**src/rtl/alu8_pkg.sv**
```systemverilog
package alu8_pkg;

    localparam int unsigned OPW   = 5;
    localparam int unsigned NFLAG = 6;

    typedef enum logic [OPW-1:0] {
        OP_ADD  = 5'd0,
        OP_ADC  = 5'd1,
        OP_SUB  = 5'd2,
        OP_SBC  = 5'd3,
        OP_CMP  = 5'd4,
        OP_CMPC = 5'd5,
        OP_AND  = 5'd6,
        OP_OR   = 5'd7,
        OP_XOR  = 5'd8,
        OP_INV  = 5'd9,
        OP_NEG  = 5'd10,
        OP_SHL  = 5'd11,
        OP_SHR  = 5'd12,
        OP_ROL  = 5'd13,
        OP_ROR  = 5'd14,
        OP_WADD = 5'd15,
        OP_WSUB = 5'd16
    } alu_op_e;

    // bit 5 down to bit 0
    typedef struct packed {
        logic h;
        logic s;
        logic v;
        logic n;
        logic z;
        logic c;
    } flags_t;

    localparam logic [NFLAG-1:0] MASK_ALL   = 6'b111111;
    localparam logic [NFLAG-1:0] MASK_LOGIC = 6'b011110;
    localparam logic [NFLAG-1:0] MASK_NOH   = 6'b011111;

endpackage

```
**src/rtl/alu8_addsub.sv**
```systemverilog
module alu8_addsub #(
    parameter int unsigned DW = 8
) (
    input  logic [DW-1:0] x,
    input  logic [DW-1:0] y,
    input  logic          cin,
    input  logic          sub,
    output logic [DW-1:0] r,
    output logic          c_out,
    output logic          h_out,
    output logic          v_out
);
    localparam int unsigned HW = DW / 2;

    logic [DW-1:0] ye;
    logic          ci;
    logic [DW:0]   sum;
    logic [HW:0]   low;

    // subtraction as x + ~y + ~borrow; carries inverted back into borrows
    always_comb begin
        ye    = sub ? ~y : y;
        ci    = cin ^ sub;
        sum   = {1'b0, x} + {1'b0, ye} + {{DW{1'b0}}, ci};
        low   = {1'b0, x[HW-1:0]} + {1'b0, ye[HW-1:0]} + {{HW{1'b0}}, ci};
        r     = sum[DW-1:0];
        c_out = sum[DW] ^ sub;
        h_out = low[HW] ^ sub;
        v_out = (x[DW-1] == ye[DW-1]) && (r[DW-1] != x[DW-1]);
    end

endmodule

```
**src/rtl/alu8_bitops.sv**
```systemverilog
module alu8_bitops
    import alu8_pkg::*;
#(
    parameter int unsigned DW = 8
) (
    input  alu_op_e       op,
    input  logic [DW-1:0] x,
    input  logic [DW-1:0] y,
    input  logic          cin,
    output logic [DW-1:0] r,
    output logic          c_out,
    output logic          shift
);
    always_comb begin
        r     = '0;
        c_out = cin;
        shift = 1'b0;
        case (op)
            OP_AND: r = x & y;
            OP_OR:  r = x | y;
            OP_XOR: r = x ^ y;
            OP_INV: begin
                r     = ~x;
                c_out = 1'b1;
            end
            OP_SHL: begin
                r     = {x[DW-2:0], 1'b0};
                c_out = x[DW-1];
                shift = 1'b1;
            end
            OP_SHR: begin
                r     = {1'b0, x[DW-1:1]};
                c_out = x[0];
                shift = 1'b1;
            end
            OP_ROL: begin
                r     = {x[DW-2:0], cin};
                c_out = x[DW-1];
                shift = 1'b1;
            end
            OP_ROR: begin
                r     = {cin, x[DW-1:1]};
                c_out = x[0];
                shift = 1'b1;
            end
            default: r = '0;
        endcase
    end

endmodule

```
**src/rtl/alu8_flags.sv**
```systemverilog
module alu8_flags
    import alu8_pkg::*;
#(
    parameter int unsigned DW   = 8,
    parameter int unsigned IMMW = 6
) (
    input  logic             clk,
    input  logic             rst_n,
    input  logic             en,
    input  logic [OPW-1:0]   op,
    input  logic [DW-1:0]    opa,
    input  logic [DW-1:0]    opb,
    output logic [DW-1:0]    res,
    output logic             res_we,
    output logic [NFLAG-1:0] flag_we,
    output logic             word_hi,
    output logic [NFLAG-1:0] flags
);
    typedef struct packed {
        flags_t flg;
        logic   hi;   // second word cycle pending
        logic   wc;   // carry/borrow out of low byte
        logic   lz;   // low byte result was zero
    } state_t;

    state_t st_d, st_q;

    alu_op_e opc;
    assign opc = alu_op_e'(op);

    logic [DW-1:0]    ax, ay, ar, br;
    logic             acin, asub, ac, ah, av, bc, bshift;
    logic             arith_sel, chain, is_word, we_raw;
    logic [NFLAG-1:0] mask;
    flags_t           cand;
    logic [NFLAG-1:0] cand_v, cur_v, merged;

    // operand steering and per-operation flag mask
    always_comb begin
        ax        = opa;
        ay        = opb;
        acin      = 1'b0;
        asub      = 1'b0;
        arith_sel = 1'b1;
        chain     = 1'b0;
        is_word   = 1'b0;
        we_raw    = 1'b0;
        mask      = '0;
        case (opc)
            OP_ADD: begin
                mask = MASK_ALL; we_raw = 1'b1;
            end
            OP_ADC: begin
                acin = st_q.flg.c; mask = MASK_ALL; we_raw = 1'b1;
            end
            OP_SUB: begin
                asub = 1'b1; mask = MASK_ALL; we_raw = 1'b1;
            end
            OP_SBC: begin
                asub = 1'b1; acin = st_q.flg.c; chain = 1'b1;
                mask = MASK_ALL; we_raw = 1'b1;
            end
            OP_CMP: begin
                asub = 1'b1; mask = MASK_ALL;
            end
            OP_CMPC: begin
                asub = 1'b1; acin = st_q.flg.c; chain = 1'b1; mask = MASK_ALL;
            end
            OP_AND, OP_OR, OP_XOR: begin
                arith_sel = 1'b0; mask = MASK_LOGIC; we_raw = 1'b1;
            end
            OP_INV, OP_SHL, OP_SHR, OP_ROL, OP_ROR: begin
                arith_sel = 1'b0; mask = MASK_NOH; we_raw = 1'b1;
            end
            OP_NEG: begin
                ax = '0; ay = opa; asub = 1'b1; mask = MASK_ALL; we_raw = 1'b1;
            end
            OP_WADD, OP_WSUB: begin
                is_word = 1'b1;
                asub    = (opc == OP_WSUB);
                we_raw  = 1'b1;
                if (!st_q.hi) begin
                    ay   = {{(DW-IMMW){1'b0}}, opb[IMMW-1:0]};
                    mask = '0;
                end else begin
                    ay   = '0;
                    acin = st_q.wc;
                    mask = MASK_NOH;
                end
            end
            default: arith_sel = 1'b0;
        endcase
    end

    alu8_addsub #(.DW(DW)) u_addsub (
        .x     (ax),
        .y     (ay),
        .cin   (acin),
        .sub   (asub),
        .r     (ar),
        .c_out (ac),
        .h_out (ah),
        .v_out (av)
    );

    alu8_bitops #(.DW(DW)) u_bitops (
        .op    (opc),
        .x     (opa),
        .y     (opb),
        .cin   (st_q.flg.c),
        .r     (br),
        .c_out (bc),
        .shift (bshift)
    );

    assign res     = arith_sel ? ar : br;
    assign res_we  = en & we_raw;
    assign flag_we = en ? mask : '0;

    // candidate flag values before masking
    always_comb begin
        cand.n = res[DW-1];
        cand.h = ah;
        cand.c = arith_sel ? ac : bc;
        if (arith_sel)   cand.v = av;
        else if (bshift) cand.v = res[DW-1] ^ bc;
        else             cand.v = 1'b0;
        if (is_word)     cand.z = st_q.lz & (res == '0);
        else if (chain)  cand.z = st_q.flg.z & (res == '0);
        else             cand.z = (res == '0);
        cand.s = cand.n ^ cand.v;
    end

    assign cand_v = cand;
    assign cur_v  = st_q.flg;

    for (genvar i = 0; i < NFLAG; i++) begin : g_merge
        assign merged[i] = flag_we[i] ? cand_v[i] : cur_v[i];
    end

    always_comb begin
        st_d     = st_q;
        st_d.flg = flags_t'(merged);
        if (en && is_word && !st_q.hi) begin
            st_d.hi = 1'b1;
            st_d.wc = ac;
            st_d.lz = (ar == '0);
        end else begin
            st_d.hi = 1'b0;
        end
    end

    always_ff @(posedge clk) begin
        if (!rst_n) st_q <= '0;
        else        st_q <= st_d;
    end

    assign flags   = st_q.flg;
    assign word_hi = st_q.hi;

endmodule

```
**config.mk**
```make
export PLATFORM = sky130hd
export DESIGN_NAME = alu8_flags
export DESIGN_NICKNAME = d
export VERILOG_FILES = /design/src/rtl/alu8_pkg.sv /design/src/rtl/alu8_addsub.sv /design/src/rtl/alu8_bitops.sv /design/src/rtl/alu8_flags.sv
export SDC_FILE = /design/constraint.sdc
export NUM_CORES = 1
export LEC_CHECK = 0
export BUFFER_PORTS_ARGS = -buffer_cell sky130_fd_sc_hd__buf_2
export CORE_ASPECT_RATIO = 1.5
export CORE_MARGIN = 2
export CORE_UTILIZATION = 30
export DETAILED_ROUTE_END_ITERATION = 8
export PLACE_DENSITY = 0.52
export SLEW_MARGIN = 20
export SYNTH_ARGS = -nofsm -noshare
export SYNTH_HDL_FRONTEND = slang
export SYNTH_SLANG_ARGS = --single-unit
```
**constraint.sdc**
```tcl
create_clock -name clk -period 4.55 [get_ports clk]
set_input_delay 0.2275 -clock clk [delete_from_list [all_inputs] [get_ports clk]]
set_output_delay 0.2275 -clock clk [all_outputs]
set_load 0.01 [all_outputs]
```
After elaboration in Yosys (flattened, before gate mapping)
Index checks and enable logic that the tools add are counted.
{"block": "totals", "ff_bits": 9, "out_inout_bits": 22, "wordCells": 87, "inputBits": 24}
{"block": "op_classes", "n_mux": 24, "add_sub_neg": 4, "n_eq_ne": 18, "reduce_logical": 19, "bitwise_logic": 13}
{"cell": "one-hot mux 8 bit (8 select lines)", "n": 1}
{"cell": "== test 5 x 4 -> 1 bit, second input constant", "n": 8}
{"cell": "2-to-1 mux 8 bit", "n": 3}
{"cell": "one-hot mux 6 bit (4 select lines)", "n": 1}
{"cell": "== test 5 x 3 -> 1 bit, second input constant", "n": 4}
{"cell": "logical NOT 8 bit", "n": 2}
{"cell": "inverter 8 bit", "n": 2}
{"cell": "one-hot mux 8 bit (2 select lines)", "n": 1}
{"cell": "OR reduction 15 bit", "n": 1}
{"cell": "2-to-1 mux 1 bit", "n": 12}
{"cell": "2-to-1 mux 6 bit", "n": 2}
{"cell": "== test 5 x 2 -> 1 bit, second input constant", "n": 2}
{"cell": "OR reduction 5 bit", "n": 2}
{"cell": "adder 8 x 8 -> 9 bit", "n": 1}
{"cell": "adder 9 x 1 -> 9 bit", "n": 1}
{"cell": "OR reduction 9 bit", "n": 1}
{"cell": "AND 8 bit", "n": 1}
{"cell": "OR 8 bit", "n": 1}
{"cell": "OR reduction 2 bit", "n": 4}
{"cell": "XOR 8 bit", "n": 1}
{"cell": "OR reduction 7 bit", "n": 1}
{"cell": "OR reduction 3 bit", "n": 2}
{"cell": "adder 4 x 4 -> 5 bit", "n": 1}
{"cell": "adder 5 x 1 -> 5 bit", "n": 1}
{"cell": "other kinds (13)", "n": 22}

Longest topological paths before layout
{"block": "logic_depth", "ltp_word": 12, "ltp_mapped": 16}

Modules after synthesis
From an unflattened synthesis, not the netlist that was laid out.
{"block": "unflattened", "hier_cells": 283, "area_unflattened_um2": 2210.9}
{"mod": "alu8_flags", "cells_per_inst": 135, "area_each_um2": 1061.0, "seq_area_each_um2": 180.2, "instances": 1}
{"mod": "alu8_bitops", "cells_per_inst": 98, "area_each_um2": 725.7, "seq_area_each_um2": 0.0, "instances": 1}
{"mod": "alu8_addsub", "cells_per_inst": 50, "area_each_um2": 424.2, "seq_area_each_um2": 0.0, "instances": 1}

Worst setup path before layout
Ideal clock, no wire load.
{"block": "synth_timing", "path_type": "in2reg", "from": "in op[1]", "to": "reg st_q, in the netlist flags[1]", "t_arrival_ps": 3643, "setup_ps": 84, "path_slack_ps": 822, "path_stages": 16, "required_ps": 4466, "path_cell_list": "buf_6 > buf_2 > inv_1 > o31ai_1 > a21oi_1 > a22oi_1 > xor2_1 > fa_1 > inv_1 > fa_1 > a211oi_2 > nor4b_1 > or3b_4 > a2111oi_4 > nand3_1 > o31ai_2"}
{"block": "synth_via", "elab_chain_len": 12}
{"element": "start: declaration", "line_no": "alu8_flags.sv:10", "source": "input logic [OPW-1:0] op,"}
{"element": "== test 5 bit or == test 5 x 4 -> 1 bit (tied branches)", "line_no": "alu8_flags.sv:49, alu8_flags.sv:80"}
{"element": "OR reduction 2 bit", "line_no": "alu8_flags.sv:49", "source": "case (opc)"}
{"element": "one-hot mux 8 bit (2 select lines)", "line_no": "alu8_flags.sv:49"}
{"element": "inverter 8 bit", "line_no": "alu8_addsub.sv:22", "source": "ye = sub ? ~y : y;"}
{"element": "2-to-1 mux 8 bit", "line_no": "alu8_addsub.sv:22"}
{"element": "adder 8 x 8 -> 9 bit", "line_no": "alu8_addsub.sv:24", "source": "sum = {1'b0, x} + {1'b0, ye} + {{DW{1'b0}}, ci};"}
{"element": "adder 9 x 1 -> 9 bit", "line_no": "alu8_addsub.sv:24"}
{"element": "2-to-1 mux 8 bit", "line_no": "alu8_flags.sv:116", "source": "assign res = arith_sel ? ar : br;"}
{"element": "logical NOT 8 bit", "line_no": "alu8_flags.sv:128, alu8_flags.sv:129, alu8_flags.sv:130"}
{"element": "AND 1 bit", "line_no": "alu8_flags.sv:129", "source": "else if (chain) cand.z = st_q.flg.z & (res == '0);"}
{"element": "2-to-1 mux 1 bit", "line_no": "alu8_flags.sv:129"}
{"element": "2-to-1 mux 1 bit", "line_no": "alu8_flags.sv:128", "source": "if (is_word) cand.z = st_q.lz & (res == '0);"}
{"element": "end signal: assignment", "line_no": "alu8_flags.sv:155", "source": "else st_q <= st_d;"}
{"element": "end: declaration", "line_no": "alu8_flags.sv:26", "source": "state_t st_d, st_q;"}
Parallel ways exist; a longest one is shown, timed or not.
A chain may end at the register's enable or synchronous reset.

Worst setup path after layout
{"block": "layout_timing", "from": "in op[1]", "to": "out res[6]"}
{"block": "layout_via", "elab_chain_len": 8}
{"element": "== test 5 bit or == test 5 x 4 -> 1 bit (tied branches)", "line_no": "alu8_flags.sv:49, alu8_flags.sv:80"}
{"element": "OR reduction 2 bit", "line_no": "alu8_flags.sv:49"}
{"element": "one-hot mux 8 bit (2 select lines)", "line_no": "alu8_flags.sv:49"}
{"element": "inverter 8 bit", "line_no": "alu8_addsub.sv:22"}
{"element": "2-to-1 mux 8 bit", "line_no": "alu8_addsub.sv:22"}
{"element": "adder 8 x 8 -> 9 bit", "line_no": "alu8_addsub.sv:24"}
{"element": "adder 9 x 1 -> 9 bit", "line_no": "alu8_addsub.sv:24"}
{"element": "2-to-1 mux 8 bit (*)", "line_no": "alu8_flags.sv:116"}
{"element": "end: declaration", "line_no": "alu8_flags.sv:13", "source": "output logic [DW-1:0] res,"}
Mark *: on every way between the ends. The rest lies on a longest branch, timed or not.

==> impl_metrics.py <==
metrics = {
    "run_status": {
        "status": "complete, no violations",
    },
    "logic_synthesis": {
        "async_reset_ff_share_pct": 0,
        "syn_inst": 301,
        "syn_nets": 350,
        "synthFlopType": "dfxtp_1",
        "synth_edf_count": 0,
        "yosysSeqAreaShare_pct": 7.555,
        "ys_types": 79,
        "syn_avg_cell_area_um2": 7.923,
        "ys_ff_latch": 9,
        "ys_warn_count": 0,
        "netlist_area_um2": 2385,
    },
    "detailed_routing": {
        "antenna_left": 0,
        "drt_iter0_drc": 173,
        "dr.pass1.iters": 4,
        "wl_um": 7847,
        "drc": 0,
        "wl_per_cell_um": 18.08,
        "vias_per_cell": 5.544,
        "vias": 2406,
    },
    "placement": {
        "dpl_cell_area_um2": 2580,
        "hpwlAfterDp_um": 6416,
        "portBuffers": 45,
        "gp_congestion": 0.9353,
        "dp_cells": 430,
    },
    "cells_and_area": {
        "seq_area_um2": 180.2,
        "postLayoutCellArea_um2": 2664,
        "antenna_cells_inserted": 0,
        "drive_gt1_share_pct": 25.30,
        "layout.cells.non_filler": 434,
        "nFillCells": 861,
        "num-nets-final": 382,
        "syn_to_final_growth_pct": 11.70,
        "multi_input_area_um2": 1909,
    },
    "sta": {
        "hold_viol_final": 0,
        "worst_pin_slew_ns": 0.7718,
        "tns_ns": 0,
        "fin_skew_ns": 0.0004018,
        "rsz0062_at_grt": "no",
        "fin_crit_ns": 4.166,
        "post-route-period-util_pct": 91.55,
        "fmax_mhz": 240.1,
        "setup_viol": 0,
        "slew_headroom_pct": 48.24,
        "drv_slew": 0,
    },
    "die": {
        "core_um2": 7661,
        "core.rowCount": 39,
        "io_pins": 46,
        "die_h_um": 113.2,
        "start_util_pct": 31.13,
        "die_width_um": 76.80,
        "die_area_um2": 8693,
    },
    "worst_setup_path": {
        "crit_chain": "buf_2, nor2b_1, and3_1, buf_4, a22oi_1, xor2_1, fa_1, inv_1, fa_1, a211oi_2, nor4b_1, or3b_4, a2111oi_4, inv_1, buf_2",
        "cpLargestDelayFamily": "simple AND/OR/NAND/NOR gates",
        "crit_buf_inv": 5,
        "startpoint_type": "primary input",
        "critPathMaxFanout": 20,
        "critPathCaptureType": "output pin",
        "max_stage_delay_ns": 0.43,
        "cp_slowest_cell": "nor2b_1",
        "worstSetupPathType": "in -> out",
        "crit_arrival_ns": 3.94,
        "required_ns": 4.32,
    },
    "global_route": {
        "grt_pass1_vias": 2485,
        "antenna_found_initial": 0,
        "grt-ovfl-total": 0,
        "grt_max_degree": 26,
        "grt_usage_pct": 18.09,
        "grt_pass1_wl_um": 12560,
    },
    "power": {
        "cellPowerDensity_nw_per_um2": 216.2,
        "leakagePower_nw": 1.182,
        "switchingPower_mw": 0.2420,
        "p_comb_share_pct": 58.1,
        "switching_share_pct": 42.01,
        "p_clk_share_pct": 27.2,
        "internal_power_mw": 0.3341,
        "ir_drop_uv": 149.0,
        "p_total_mw": 0.5760,
        "p_seq_share_pct": 14.8,
    },
    "clock_network": {
        "postCtsSetupRepairBufs": 0,
        "clk_path_buf_depth": 2,
        "clock-sinks": 9,
        "cts_tree": "built",
        "cts_max_level": 1,
        "path_clk_slew_ns": 0.04,
        "clk_latency_ns": 0.23,
        "root_buffer": "clkbuf_16",
        "cts_buffers": 3,
    },
    "job": {
        "drv_cap": 0,
    },
    "hold_path": {
        "hp-class": "in -> reg",
    },
}
-- final timing paths --
path,depth (start not counted),slack [ns],to,startpoint
setup / recovery,15,0.38,res[6],op[1]
hold / removal,2,0.29,flags[4],rst_n
setup reg to reg,12,1.02,flags[1],word_hi
hold reg to reg,2,0.49,flags[5],flags[5]
-- power groups by stage --
stage | Clock (mW) | Sequential [mW] | Combinational [mW]
6_report | 0.156 | 0.0852 | 0.334
5_1_grt | 0.161 | 0.0857 | 0.370
4_1_cts | 0.157 | 0.0853 | 0.335
3_5_place_dp | 0 | 0.0866 | 0.333
3_3_place_gp | 0 | 0.0866 | 0.332
2_1_floorplan | 0 | 0.0856 | 0.245
-- registers in the layout, summed over array words and instances, names as in the netlist --
name / cells
st_q: 2
flags: 6
word_hi: 1
-- cell usage in the layout (no fill, tap or decap), drive strengths merged, types with 6 or more instances in the layout --
| cell | instances |
|---|---|
| buf | 50 |
| dfxtp | 9 |
| xnor2 | 10 |
| o21ai | 17 |
| and2 | 6 |
| nand2b | 8 |
| a211oi | 9 |
| nor4b | 7 |
| a22oi | 7 |
| ha | 23 |
| nand3 | 7 |
| a21oi | 12 |
| inv | 28 |
| nor2 | 19 |
| nor3 | 8 |
| nand2 | 18 |
-- per-layer routing --
metal / vias to the layer above / wire (µm) / track usage [%]
li1: 1178 / - / -
met3: 23 / 264 / 1.276
met5: - / 0 / 0
met1: 1146 / 3154 / 20.13
met4: 0 / 307 / 8.727
met2: 59 / 4120 / 34.27
-- through the flow --
step	setup slack, ns	hold slack (ns)	utilization, %
2_1_floorplan	0.8223	0.3450	-
3_3_place_gp	0.3343	0.4732	33.68
3_5_place_dp	0.2816	0.4804	33.68
4_1_cts	0.2824	0.2870	34.71
5_1_grt	0.04429	0.3108	34.77
6_report	0.3844	0.2871	34.77
-- synthesized netlist by cell type, types with 3 or more instances --
master      n  area share, %
a22oi_1     7            2.2
o21ai_1     3           0.63
nor3b_1     4            1.3
nor4b_1     4            1.5
nor2_1     19            3.0
nor3_1      7            1.5
nand2_1    17            2.7
buf_2       5            1.0
and3_1      3           0.79
nand2b_1    8            2.1
dfxtp_1     9            7.6
a21oi_1    12            2.5
o211ai_1    5            1.6
o21ai_0    12            2.5
xnor2_1    10            3.7
buf_4      11            3.5
nor4b_2     3            1.9
buf_6       6            2.8
ha_1       23             12
o2bb2ai_1   5            1.8
and2_1      5            1.3
a31oi_1     5            1.3
xor2_1      4            1.5
o22ai_1     3           0.79
o21a_1      3           0.94
or3b_2      3            1.1
a211oi_1    7            2.2
nand3_1     7            1.5
nor2b_1     3           0.79
inv_1      28            4.4
-- final cells by class --
type | count | share of cell area [%]
clock buffer | 4 | 2.959
inverter | 28 | 3.946
multi-input combinational | 241 | 71.68
sequential | 9 | 6.764
tap | 102 | 4.791
timing repair buffer | 50 | 9.864
-- repair_timing --
action / 4_1_cts / 5_1_grt
setup endpoints to repair: 0 / 1
hold buffers: 0 / 0
gates resized for setup: 0 / 1
-- kinds of logic (layout without fill, tap and decap cells) --
| logic type | count (synthesis) | after routing | share of synthesized area, % |
|---|---|---|---|
| simple gates | 103 | 103 | 27.65 |
| compound gates | 97 | 97 | 32.42 |
| buf+inv | 51 | 82 | 12.59 |
| fa+ha+maj | 25 | 25 | 13.75 |
| xor+xnor | 14 | 14 | 5.141 |
| flops | 9 | 9 | 7.555 |
| mux | 2 | 2 | 0.8919 |
(Power assumes the default switching activity.)
